$ cat src/rtl/uart_irq_pkg.sv
package uart_irq_pkg;

   typedef enum logic [3:0] {
      IID_LINE  = 4'b0110,
      IID_RXD   = 4'b0100,
      IID_TXE   = 4'b0010,
      IID_MODEM = 4'b0000,
      IID_IDLE  = 4'b0001
   } iid_e;

   localparam int unsigned EN_RXD   = 0;
   localparam int unsigned EN_TXE   = 1;
   localparam int unsigned EN_LINE  = 2;
   localparam int unsigned EN_MODEM = 3;

endpackage

$ cat src/rtl/uart_irq_modem_delta.sv
module uart_irq_modem_delta #(
   parameter int unsigned LINES       = 4,
   parameter int unsigned SYNC_STAGES = 1
) (
   input  logic             clk,
   input  logic             rst_n,
   input  logic [LINES-1:0] line_i,
   input  logic             rd_clr_i,
   output logic [LINES-1:0] state_o,
   output logic [LINES-1:0] delta_o
);

   logic [LINES-1:0] stage_q [SYNC_STAGES];
   logic [LINES-1:0] prev_q;
   logic [LINES-1:0] delta_q;
   logic [LINES-1:0] change;

   for (genvar g = 0; g < SYNC_STAGES; g++) begin : g_stage
      if (g == 0) begin : g_first
         always_ff @(posedge clk or negedge rst_n) begin
            if (!rst_n) stage_q[0] <= '0;
            else        stage_q[0] <= line_i;
         end
      end else begin : g_next
         always_ff @(posedge clk or negedge rst_n) begin
            if (!rst_n) stage_q[g] <= '0;
            else        stage_q[g] <= stage_q[g-1];
         end
      end
   end

   assign state_o = stage_q[SYNC_STAGES-1];
   assign change  = state_o ^ prev_q;

   always_ff @(posedge clk or negedge rst_n) begin
      if (!rst_n) begin
         prev_q  <= '0;
         delta_q <= '0;
      end else begin
         prev_q  <= state_o;
         delta_q <= (delta_q & {LINES{~rd_clr_i}}) | change;
      end
   end

   assign delta_o = delta_q;

   assert_delta_sticky_R7: assert property (@(posedge clk) disable iff (!rst_n)
      !rd_clr_i |=> ((delta_q & $past(delta_q)) == $past(delta_q)));

   assert_delta_clear_R8: assert property (@(posedge clk) disable iff (!rst_n)
      (rd_clr_i && state_o == prev_q) |=> delta_q == '0);

   assert_delta_set_R11: assert property (@(posedge clk) disable iff (!rst_n)
      (state_o != prev_q) |=> ((delta_q & $past(change)) == $past(change)));

endmodule

$ cat src/rtl/uart_irq_txe_flag.sv
module uart_irq_txe_flag (
   input  logic clk,
   input  logic rst_n,
   input  logic set_i,
   input  logic wr_clr_i,
   input  logic rd_clr_i,
   output logic flag_o
);

   logic flag_q;

   always_ff @(posedge clk or negedge rst_n) begin
      if (!rst_n)                    flag_q <= 1'b0;
      else if (set_i)                flag_q <= 1'b1;
      else if (wr_clr_i || rd_clr_i) flag_q <= 1'b0;
   end

   assign flag_o = flag_q;

   assert_txe_set_R3: assert property (@(posedge clk) disable iff (!rst_n)
      set_i |=> flag_q);

   assert_txe_wr_clr_R6: assert property (@(posedge clk) disable iff (!rst_n)
      (wr_clr_i && !set_i) |=> !flag_q);

   assert_txe_hold: assert property (@(posedge clk) disable iff (!rst_n)
      (!set_i && !wr_clr_i && !rd_clr_i) |=> $stable(flag_q));

endmodule

$ cat src/rtl/uart_irq_prio_enc.sv
module uart_irq_prio_enc
   import uart_irq_pkg::*;
(
   input  logic clk,
   input  logic rst_n,
   input  logic line_req_i,
   input  logic rxd_req_i,
   input  logic txe_req_i,
   input  logic modem_req_i,
   output iid_e code_o
);

   always_comb begin
      if (line_req_i)       code_o = IID_LINE;
      else if (rxd_req_i)   code_o = IID_RXD;
      else if (txe_req_i)   code_o = IID_TXE;
      else if (modem_req_i) code_o = IID_MODEM;
      else                  code_o = IID_IDLE;
   end

   assert_line_first_R9: assert property (@(posedge clk) disable iff (!rst_n)
      line_req_i |-> code_o == IID_LINE);

   assert_rxd_second_R9: assert property (@(posedge clk) disable iff (!rst_n)
      (!line_req_i && rxd_req_i) |-> code_o == IID_RXD);

   assert_idle_code_R2: assert property (@(posedge clk) disable iff (!rst_n)
      !(line_req_i || rxd_req_i || txe_req_i || modem_req_i) |-> code_o == IID_IDLE);

endmodule

$ cat src/rtl/uart_irq_ident.sv
module uart_irq_ident
   import uart_irq_pkg::*;
#(
   parameter int unsigned ADDR_W      = 3,
   parameter int unsigned DATA_W      = 8,
   parameter int unsigned LINES       = 4,
   parameter int unsigned SYNC_STAGES = 1,
   parameter int unsigned THR_ADDR    = 0,
   parameter int unsigned IIR_ADDR    = 2,
   parameter int unsigned MSR_ADDR    = 6
) (
   input  logic              clk,
   input  logic              rst_n,
   input  logic [3:0]        ien_i,
   input  logic              ls_irq_i,
   input  logic              rx_irq_i,
   input  logic              thr_empty_i,
   input  logic [LINES-1:0]  modem_i,
   input  logic              rd_en,
   input  logic              wr_en,
   input  logic [ADDR_W-1:0] addr,
   input  logic [DATA_W-1:0] wdata,
   output logic [DATA_W-1:0] rdata,
   output logic              thr_load_o,
   output logic [DATA_W-1:0] thr_data_o,
   output logic              irq_o
);

   localparam int unsigned MSR_W = 2 * LINES;

   if (LINES < 1 || MSR_W > DATA_W) begin : g_bad_lines
      $error("uart_irq_ident: status byte does not fit DATA_W");
   end
   if (DATA_W < 4) begin : g_bad_data
      $error("uart_irq_ident: DATA_W too narrow for the code");
   end
   if (SYNC_STAGES < 1 || SYNC_STAGES > 4) begin : g_bad_sync
      $error("uart_irq_ident: SYNC_STAGES out of range");
   end
   if (THR_ADDR == IIR_ADDR || IIR_ADDR == MSR_ADDR) begin : g_bad_map
      $error("uart_irq_ident: register addresses collide");
   end

   logic             sel_thr, sel_iir, sel_msr;
   logic             iir_rd, msr_rd;
   logic             txe_flag;
   logic [LINES-1:0] modem_state, modem_delta;
   logic             line_pend, rxd_pend, txe_pend, modem_pend;
   iid_e             code;

   assign sel_thr = (addr == ADDR_W'(THR_ADDR));
   assign sel_iir = (addr == ADDR_W'(IIR_ADDR));
   assign sel_msr = (addr == ADDR_W'(MSR_ADDR));
   assign iir_rd  = rd_en && sel_iir;
   assign msr_rd  = rd_en && sel_msr;

   assign thr_load_o = wr_en && sel_thr;
   assign thr_data_o = wdata;

   uart_irq_txe_flag u_txe (
      .clk      (clk),
      .rst_n    (rst_n),
      .set_i    (thr_empty_i),
      .wr_clr_i (thr_load_o),
      .rd_clr_i (iir_rd && code == IID_TXE),
      .flag_o   (txe_flag)
   );

   uart_irq_modem_delta #(
      .LINES       (LINES),
      .SYNC_STAGES (SYNC_STAGES)
   ) u_modem (
      .clk      (clk),
      .rst_n    (rst_n),
      .line_i   (modem_i),
      .rd_clr_i (msr_rd),
      .state_o  (modem_state),
      .delta_o  (modem_delta)
   );

   assign line_pend  = ls_irq_i     && ien_i[EN_LINE];
   assign rxd_pend   = rx_irq_i     && ien_i[EN_RXD];
   assign txe_pend   = txe_flag     && ien_i[EN_TXE];
   assign modem_pend = (|modem_delta) && ien_i[EN_MODEM];

   uart_irq_prio_enc u_enc (
      .clk         (clk),
      .rst_n       (rst_n),
      .line_req_i  (line_pend),
      .rxd_req_i   (rxd_pend),
      .txe_req_i   (txe_pend),
      .modem_req_i (modem_pend),
      .code_o      (code)
   );

   assign irq_o = line_pend || rxd_pend || txe_pend || modem_pend;

   always_comb begin
      rdata = '0;
      if (sel_iir)      rdata = DATA_W'(code);
      else if (sel_msr) rdata = DATA_W'({modem_state, modem_delta});
   end

   assert_irq_vs_code_R10: assert property (@(posedge clk) disable iff (!rst_n)
      irq_o == (code != IID_IDLE));

   assert_txe_read_clr_R4: assert property (@(posedge clk) disable iff (!rst_n)
      (iir_rd && code == IID_TXE && !thr_empty_i) |=> !txe_flag);

   assert_txe_read_keep_R5: assert property (@(posedge clk) disable iff (!rst_n)
      (iir_rd && (code == IID_LINE || code == IID_RXD) && txe_flag) |=> txe_flag);

   assert_modem_iir_keep_R8: assert property (@(posedge clk) disable iff (!rst_n)
      (iir_rd && !msr_rd && (|modem_delta)) |=> (|modem_delta));

endmodule

$ cat config.mk
export PLATFORM = sky130hd
export DESIGN_NAME = uart_irq_ident
export DESIGN_NICKNAME = d
export VERILOG_FILES = /design/src/rtl/uart_irq_pkg.sv /design/src/rtl/uart_irq_modem_delta.sv /design/src/rtl/uart_irq_txe_flag.sv /design/src/rtl/uart_irq_prio_enc.sv /design/src/rtl/uart_irq_ident.sv
export SDC_FILE = /design/constraint.sdc
export NUM_CORES = 1
export LEC_CHECK = 0
export ABC_AREA = 1
export CORE_UTILIZATION = 25
export DETAILED_ROUTE_END_ITERATION = 7
export HOLD_SLACK_MARGIN = 0.12
export PLACE_DENSITY = 0.71
export REMOVE_ABC_BUFFERS = 1
export SLEW_MARGIN = 25
export SYNTH_ARGS = -nofsm -noshare
export SYNTH_HDL_FRONTEND = slang
export SYNTH_SLANG_ARGS = --single-unit
$ cat constraint.sdc
create_clock -name clk -period 0.9 [get_ports clk]
set_clock_uncertainty 0.2 [all_clocks]
set_input_delay 0.135 -clock clk [delete_from_list [all_inputs] [get_ports clk]]
set_output_delay 0.135 -clock clk [all_outputs]
set_load 0.05 [all_outputs]
==> reports/results.ini, run 1 <==
[power]
p_int_mw=1.041
p_leak_nw=0.6382
pwr-share-seq_pct=43.0
peakVddDrop_uv=735.0
p_clk_share_pct=24.1
switching_share_pct=28.95
combPwrFrac_pct=32.9
p_per_area_nw_per_um2=1076
power.switching_mw=0.4241

[routing]
wire_per_inst_um=11.59
drc=0
wl_um=1750
vias=650
drtPass1Iterations=2
drtIter0Drc=4
postRouteAntennaNets=0
vias_per_cell=4.305

[critical_path]
worstReg2RegStart=u_modem.delta_o[2]
arrival_ns=1.27
endpoint_kind=primary output
crit_path_max_incr_delay_ns=0.39
startpoint=u_modem.delta_o[3]
r2r_cells=5
worstPathRequired_ns=0.56
crit_path_start_kind=flop
worstPathCellList=nor2_1 -> nand3_1 -> nand2_2 -> nand3_2 -> nand2_2 -> buf_12
critPathKind=flop to primary output
crit_top_cell=nand2_2
slowest_stage=dfrtp_1
path_max_fanout=2

[synthesis]
synth-seq-cells=13
synth_cell_type_count=14
synth_area_um2=674.4
synth_cells=80
syn_avg_cell_area_um2=8.430
ys_seq_area_share_pct=48.24
yosysWarnings=0

[global_routing]
grt_pass1_wl_um=2684
grt_pass1_vias=660
antenna_found_initial=0
grt.overflow.total=0
track_usage_pct=13.31
grt_max_degree=14

[sta]
drv_slew=0
finalCritPeriodShare_pct=178.0
fmax_mhz=624.1
setup_viol=15
worst_pin_slew_ns=0.1938
holdWs_ns=-0.02766
finalHoldViolations=13
rsz0062_at_grt=true
relSlewSlack_pct=86.99
setup_ws_ns=-0.7024
finalCriticalPeriod_ns=1.602

[floorplan]
start_util_pct=26.74
dieWidth_um=53.94
fp.coreArea_um2=2522
die-height_um=53.94
row_count=18
ios=44
dieArea_um2=2910

[clock_tree]
cts-buffers-inserted=3
clk_latency_ns=0.27
cts_sinks=13
clk_pin_slew_worst_paths_ns=0.08
root_buffer=clkbuf_4
cts_tree=yes
clk_path_buf_depth=2
htree_levels=1

[final_layout]
syn_to_final_growth_pct=101.9
nNetsFinal=148
drive_gt1_share_pct=56.20
antennaDiodeCount=0
nFillCells=225
fin_area_um2=1361
fin_util_pct=53.97

[place]
dp_hpwl_um=1224
portBuffers=27
gp_congestion=0.6879
dpl_cell_area_um2=1117
place_ws_ns=-0.8840

[hold_path]
hp-class=input port to async pin

[outcome]
status=finished with violations
violations=hold timing, setup timing

[flow_run]
maxCapViolCount=0

[repair_timing]
action | in CTS | in global routing
endpoints found under the setup margin | 15 | 15
setup buffers | 12 | 3
cloned | 0 | 0
endpoints found under the hold margin | 26 | 26
resized for setup | 69 | 9
pin swaps | 18 | 7
[worst paths after layout]
check / to / slack (ns)
setup / recovery: rdata[0] / -0.70
hold / removal: u_modem.state_o[0] / -0.03
setup reg to reg: u_modem.delta_o[2] / -0.23
hold reg to reg: u_modem.prev_q[0] / 0.30
max in group asynchronous: u_modem.delta_o[2] / 0.41
min in group clk: u_txe.flag_o / 0.05
[critical path: cells and delay by family, from the launching register on]
family,cells,cell delay (ns)
buffers and inverters,1,0.13
DFF,1,0.39
and+or+nand+nor,5,0.48
[layer usage]
| layer | track usage [%] | routed length (um) | vias up | share of wire, % |
|---|---|---|---|---|
| li1 | - | - | 315 | - |
| met1 | 13.94 | 660 | 298 | 38 |
| met4 | 6.579 | 30 | 0 | 1.7 |
| met5 | 0 | 0 | - | 0 |
| met3 | 4.520 | 128 | 3 | 7.3 |
| met2 | 23.46 | 931 | 34 | 53 |
[cells in the final DEF, fill, tap and decap left out, types with 2 or more instances in the layout]
| cell | instances |
|---|---|
| nor2_1 | 4 |
| nand2_1 | 8 |
| buf_6 | 7 |
| nand2_2 | 6 |
| clkbuf_4 | 3 |
| nor2_4 | 6 |
| buf_2 | 2 |
| o21ai_2 | 2 |
| inv_1 | 8 |
| clkdlybuf4s50_1 | 9 |
| buf_12 | 13 |
| xnor2_2 | 4 |
| o21ai_1 | 3 |
| dfrtp_1 | 13 |
| inv_4 | 2 |
| nand3_2 | 3 |
| dlygate4sd2_1 | 4 |
| inv_2 | 6 |
| buf_4 | 10 |
[per-stage QoR]
step / TNS, ns / std cells / hold slack [ns] / total power [mW]
2_1_floorplan: -6.221 / 72 / -0.3606 / 0.7830
3_3_place_gp: -10.05 / 140 / 0.07055 / 1.012
3_5_place_dp: -10.44 / 140 / 0.07055 / 1.021
4_1_cts: -5.517 / 151 / -0.03416 / 1.474
5_1_grt: -6.311 / 151 / -0.01492 / 1.552
6_report: -5.506 / 151 / -0.02766 / 1.465
[cell usage after synthesis]
master,number,area (um^2)
o21ai_0,6,30.03
nor2_1,10,37.54
xnor2_1,4,35.03
nor4_1,1,6.260
dfrtp_1,13,325.3
nand3_2,1,10.01
nand3_4,1,17.52
a21boi_1,1,7.510
nand3_1,3,15.01
inv_1,16,60.06
nand4_1,1,6.260
nor2_4,1,11.26
buf_4,8,60.06
nand2_1,14,52.55
[area by class of cell]
type | instances | area (um^2) | share of cell area (%)
timing repair buffer | 45 | 549.3 | 40.35
multi-input combinational | 43 | 357.8 | 26.29
sequential | 13 | 325.3 | 23.90
inverter | 16 | 65.06 | 4.779
tap | 30 | 37.54 | 2.757
clock buffer | 4 | 26.28 | 1.930
[power by group through the flow]
stage | clock network (mW) | registers, mW | logic (mW)
after global placement | 0 | 0.635 | 0.377
after floorplan | 0 | 0.637 | 0.146
after global routing | 0.406 | 0.633 | 0.513
final | 0.353 | 0.630 | 0.482
after CTS | 0.375 | 0.630 | 0.469
after detailed placement | 0 | 0.637 | 0.384
[state kept, by name (all words and copies together) (netlist names)]
| register | cells |
|---|---|
| u_modem.delta_o | 4 |
| u_modem.prev_q | 4 |
| u_modem.state_o | 4 |
| u_txe.flag_o | 1 |
[cell families (layout without fill, tap and decap cells)]
| kind of cell | Yosys count | count (layout) | synth area share (%) |
|---|---|---|---|
| buf+inv | 24 | 65 | 17.81 |
| simple gates | 32 | 32 | 23.19 |
| flops | 13 | 13 | 48.24 |
| compound gates | 7 | 7 | 5.566 |
| xor+xnor | 4 | 4 | 5.194 |
No activity file was read; power rests on OpenSTA's default activity.
==> run 2: changes to the inputs <==
--- a/config.mk
+++ b/config.mk
@@ -6,11 +6,13 @@
 export NUM_CORES = 1
 export LEC_CHECK = 0
 export ABC_AREA = 1
+export CAP_MARGIN = 30
 export CORE_UTILIZATION = 25
 export DETAILED_ROUTE_END_ITERATION = 7
 export HOLD_SLACK_MARGIN = 0.12
 export PLACE_DENSITY = 0.71
 export REMOVE_ABC_BUFFERS = 1
+export SKIP_CTS_REPAIR_TIMING = 1
 export SLEW_MARGIN = 25
 export SYNTH_ARGS = -nofsm -noshare
 export SYNTH_HDL_FRONTEND = slang
==> reports/results.ini, run 2 (synthesis gave the netlist of run 1 again) <==
[outcome]
status=finished with violations
violations=hold timing, setup timing

[clock_tree]
clk_path_buf_depth=2
clk_pin_slew_worst_paths_ns=0.08
cts_tree=yes
cts-buffers-inserted=3
cts_sinks=13
clk_latency_ns=0.28
root_buffer=clkbuf_4
htree_levels=1

[power]
peakVddDrop_uv=745.7
p_per_area_nw_per_um2=1069
p_leak_nw=0.6847

[final_layout]
fin_util_pct=54.71
syn_to_final_growth_pct=104.6
antennaDiodeCount=0
final_common_cell=buf_4
layout_common_cells=buf_4, dfrtp_1, buf_12
drive_gt1_share_pct=56.00
fin_area_um2=1380
nNetsFinal=152

[critical_path]
critPathKind=flop to primary output
r2r_cells=4
crit_path_start_kind=flop
path_max_fanout=2
endpoint_kind=primary output
startpoint=u_modem.delta_o[2]
arrival_ns=1.27
worstReg2RegStart=u_modem.state_o[1]
worstPathRequired_ns=0.56

[routing]
drc=0
drtIter0Drc=5
wire_per_inst_um=12.30
vias=677
drtPass1Iterations=6
vias_per_cell=4.368
postRouteAntennaNets=0
wl_um=1906

[global_routing]
grt.overflow.total=0
use_met1_pct=12.50
track_usage_pct=12.12
grt_pass1_wl_um=2477
gr-usage-met2_pct=20.99
use_met3_pct=4.520
grt_pass1_vias=613
grt_busiest_layer=met2
grt_max_degree=14
antenna_found_initial=0

[place]
gp_congestion=0.6879
place_ws_ns=-0.8840
dpl_cell_area_um2=1117
dp_hpwl_um=1224
portBuffers=27

[sta]
finalCriticalPeriod_ns=1.604
fmax_mhz=623.5
setup_viol=17
setup_ws_ns=-0.7039
relSlewSlack_pct=87.38
rsz0062_at_grt=true
drv_slew=0
finalCritPeriodShare_pct=178.2
finalHoldViolations=13
holdWs_ns=-0.03067
worst_pin_slew_ns=0.1879
setup-tns-final_ns=-5.689

[floorplan]
die-height_um=53.94
ios=44
fp.coreArea_um2=2522
row_count=18
start_util_pct=26.74
dieArea_um2=2910
dieWidth_um=53.94

[hold_path]
hp-class=input port to async pin

[flow_run]
maxCapViolCount=0

## run 2: changes by cell type in the layout (fill, tap and decap cells not counted)
cell            change
buf_4               +5
dlymetal6s2s_1      +5
dlygate4sd2_1       -4
buf_2               -2
inv_2               +2
buf_12              -1
clkbuf_2            +1
inv_1               -1
inv_4               -1
o21ai_0             +1
o21ai_4             -1
xnor2_1             +1
xnor2_2             -1
## run 2: worst max-delay path, stage by stage, from the launching register on
cell and delay [ns]:
dfrtp_1 0.38, nor2_1 0.12, nand3_1 0.10, nand2_2 0.09, nand3_2 0.07, nand2_2 0.09
buf_12 0.13
## run 2: final timing paths
kind | to | slack, ns
worst max register to register | u_modem.delta_o[1] | -0.30
max in group asynchronous | u_modem.prev_q[3] | 0.42
min in group clk | thr_data_o[0] | 0.07
worst min-delay path | u_modem.state_o[1] | -0.03
worst max-delay path | rdata[0] | -0.70
worst min register to register | u_modem.delta_o[1] | 0.30
## run 2: area by class of cell
type | instances | area (um^2)
fill | 225 | 1142
timing repair buffer | 49 | 589.3
multi-input combinational | 43 | 339.1
sequential | 13 | 325.3
inverter | 16 | 62.56
tap | 30 | 37.54
clock buffer | 4 | 26.28
## run 2: power by group
| group | internal (mW) | switching, mW |
|---|---|---|
| Combinational | 0.262 | 0.223 |
| Sequential | 0.612 | 0.0183 |
| Clock | 0.172 | 0.187 |
| Total | 1.05 | 0.429 |
## run 2: stage by stage
stage / power (mW) / hold slack (ns) / instances
detailed placement: 1.021 / 0.07055 / 140
global placement: 1.012 / 0.07055 / 140
global route: 1.549 / -0.01115 / 155
CTS: 1.386 / -0.03416 / 144
floorplan: 0.7830 / -0.3606 / 72
finish: 1.475 / -0.03067 / 155
## run 2: layer usage
layer,share of wire (%),vias up
met1,37,315
met3,6.9,3
li1,-,323
met5,0,-
met4,1.7,0
met2,54,36
==> run 3: changes to the inputs <==
==> constraint.sdc (replaced) <==
create_clock -name clk -period 0.9 [get_ports clk]
set_clock_uncertainty 0.2 [all_clocks]
set_input_delay 0.135 -clock clk [delete_from_list [all_inputs] [get_ports clk]]
set_output_delay 0.135 -clock clk [all_outputs]
set_load 0.02 [all_outputs]
==> reports/results.ini, run 3 (synthesis gave the netlist of run 1 again) <==
[outcome]
status=finished with violations
violations=hold timing, setup timing

[power]
p_int_mw=0.9837
p_per_area_nw_per_um2=1148
pwr-share-seq_pct=46.9
p_leak_nw=0.6258
switching_share_pct=26.78
power.switching_mw=0.3598
peakVddDrop_uv=978.3
p_clk_share_pct=27.2
combPwrFrac_pct=26.0

[final_layout]
syn_to_final_growth_pct=73.47
nFillCells=271
fin_area_um2=1170
antennaDiodeCount=0
nNetsFinal=145
final_common_cell=buf_4
fin_util_pct=46.38
drive_gt1_share_pct=43.22
layout_common_cells=buf_4, dfrtp_1, nand2_1, buf_6, inv_1

[critical_path]
path_max_fanout=3
arrival_ns=1.19
r2r_cells=7
crit_path_start_kind=flop
critPathKind=flop to primary output
worstPathRequired_ns=0.56
endpoint_kind=primary output

[sta]
rsz0062_at_grt=true
holdWs_ns=-0.03340
finalCritPeriodShare_pct=169.4
worst_pin_slew_ns=0.2059
fmax_mhz=655.9
drv_slew=0
relSlewSlack_pct=86.17
setup-tns-final_ns=-4.905
setup_viol=17
setup_ws_ns=-0.6245
finalHoldViolations=13
finalCriticalPeriod_ns=1.525

[clock_tree]
htree_levels=1
cts-buffers-inserted=3
clk_path_buf_depth=2
root_buffer=clkbuf_4
cts_sinks=13
cts_tree=yes
clk_pin_slew_worst_paths_ns=0.08
clk_latency_ns=0.28

[floorplan]
dieWidth_um=53.94
dieArea_um2=2910
row_count=18
fp.coreArea_um2=2522
start_util_pct=26.74
die-height_um=53.94
ios=44

[routing]
wl_um=1610
drc=0
vias=621
vias_per_cell=4.196
drtPass1Iterations=4
wire_per_inst_um=10.88
postRouteAntennaNets=0
drtIter0Drc=1

[hold_path]
hp-class=input port to async pin

[place]
gp_congestion=0.7580
dp_hpwl_um=1196
portBuffers=27
dpl_cell_area_um2=1010

[global_routing]
grt.overflow.total=0
grt_pass1_wl_um=2380
track_usage_pct=12.09
antenna_found_initial=0
grt_max_degree=14
grt_pass1_vias=581

[flow_run]
maxCapViolCount=0

## run 3: power groups by stage
stage          combinational (mW)  clock [mW]  sequential (mW)
2_1_floorplan               0.103           0            0.637
3_3_place_gp                0.284           0            0.635
3_5_place_dp                0.290           0            0.637
4_1_cts                     0.291       0.381            0.625
5_1_grt                     0.381       0.406            0.633
6_report                    0.349       0.365            0.630
## run 3: final timing paths
check                                   start                  to  slack (ns)
hold reg to reg            u_modem.state_o[2]   u_modem.prev_q[2]        0.31
setup / recovery                 u_txe.flag_o            rdata[0]       -0.62
min in group clk                      addr[2]        u_txe.flag_o        0.03
setup reg to reg                 u_txe.flag_o        u_txe.flag_o       -0.16
max in group asynchronous               rst_n   u_modem.prev_q[3]        0.42
hold / removal                          rst_n  u_modem.state_o[0]       -0.03
## run 3: stage by stage
stage / std cells / hold WS [ns] / setup slack [ns] / power, mW
after detailed placement: 139 / 0.07022 / -1.195 / 0.9262
after global placement: 139 / 0.07022 / -1.150 / 0.9190
after floorplan: 72 / -0.3606 / -0.3084 / 0.7403
after CTS: 143 / -0.03686 / -1.202 / 1.297
after global routing: 148 / -0.03490 / -0.7072 / 1.419
final: 148 / -0.03340 / -0.6245 / 1.343
## run 3: critical path, cell delays in order (launching register included)
cell	delay (ns)
dfrtp_1	0.38
nand2_1	0.09
inv_2	0.05
nor2_2	0.10
nand3_1	0.09
nand2_1	0.09
buf_6	0.12
## run 3: area by class of cell
cell class | count | area [um^2] | share of cell area (%)
Clock buffer | 4 | 26.28 | 2.246
Inverter | 16 | 60.06 | 5.134
Tap cell | 30 | 37.54 | 3.209
Multi-Input combinational cell | 43 | 294.0 | 25.13
Timing Repair Buffer | 42 | 426.7 | 36.47
Sequential cell | 13 | 325.3 | 27.81
## run 3: metal layers
layer | wire, um | vias to the layer above | global-route usage [%]
met5 | 0 | - | 0
met4 | 29 | 0 | 7.895
met3 | 155 | 3 | 5.650
met2 | 828 | 34 | 20.16
met1 | 596 | 272 | 11.92
li1 | - | 312 | -
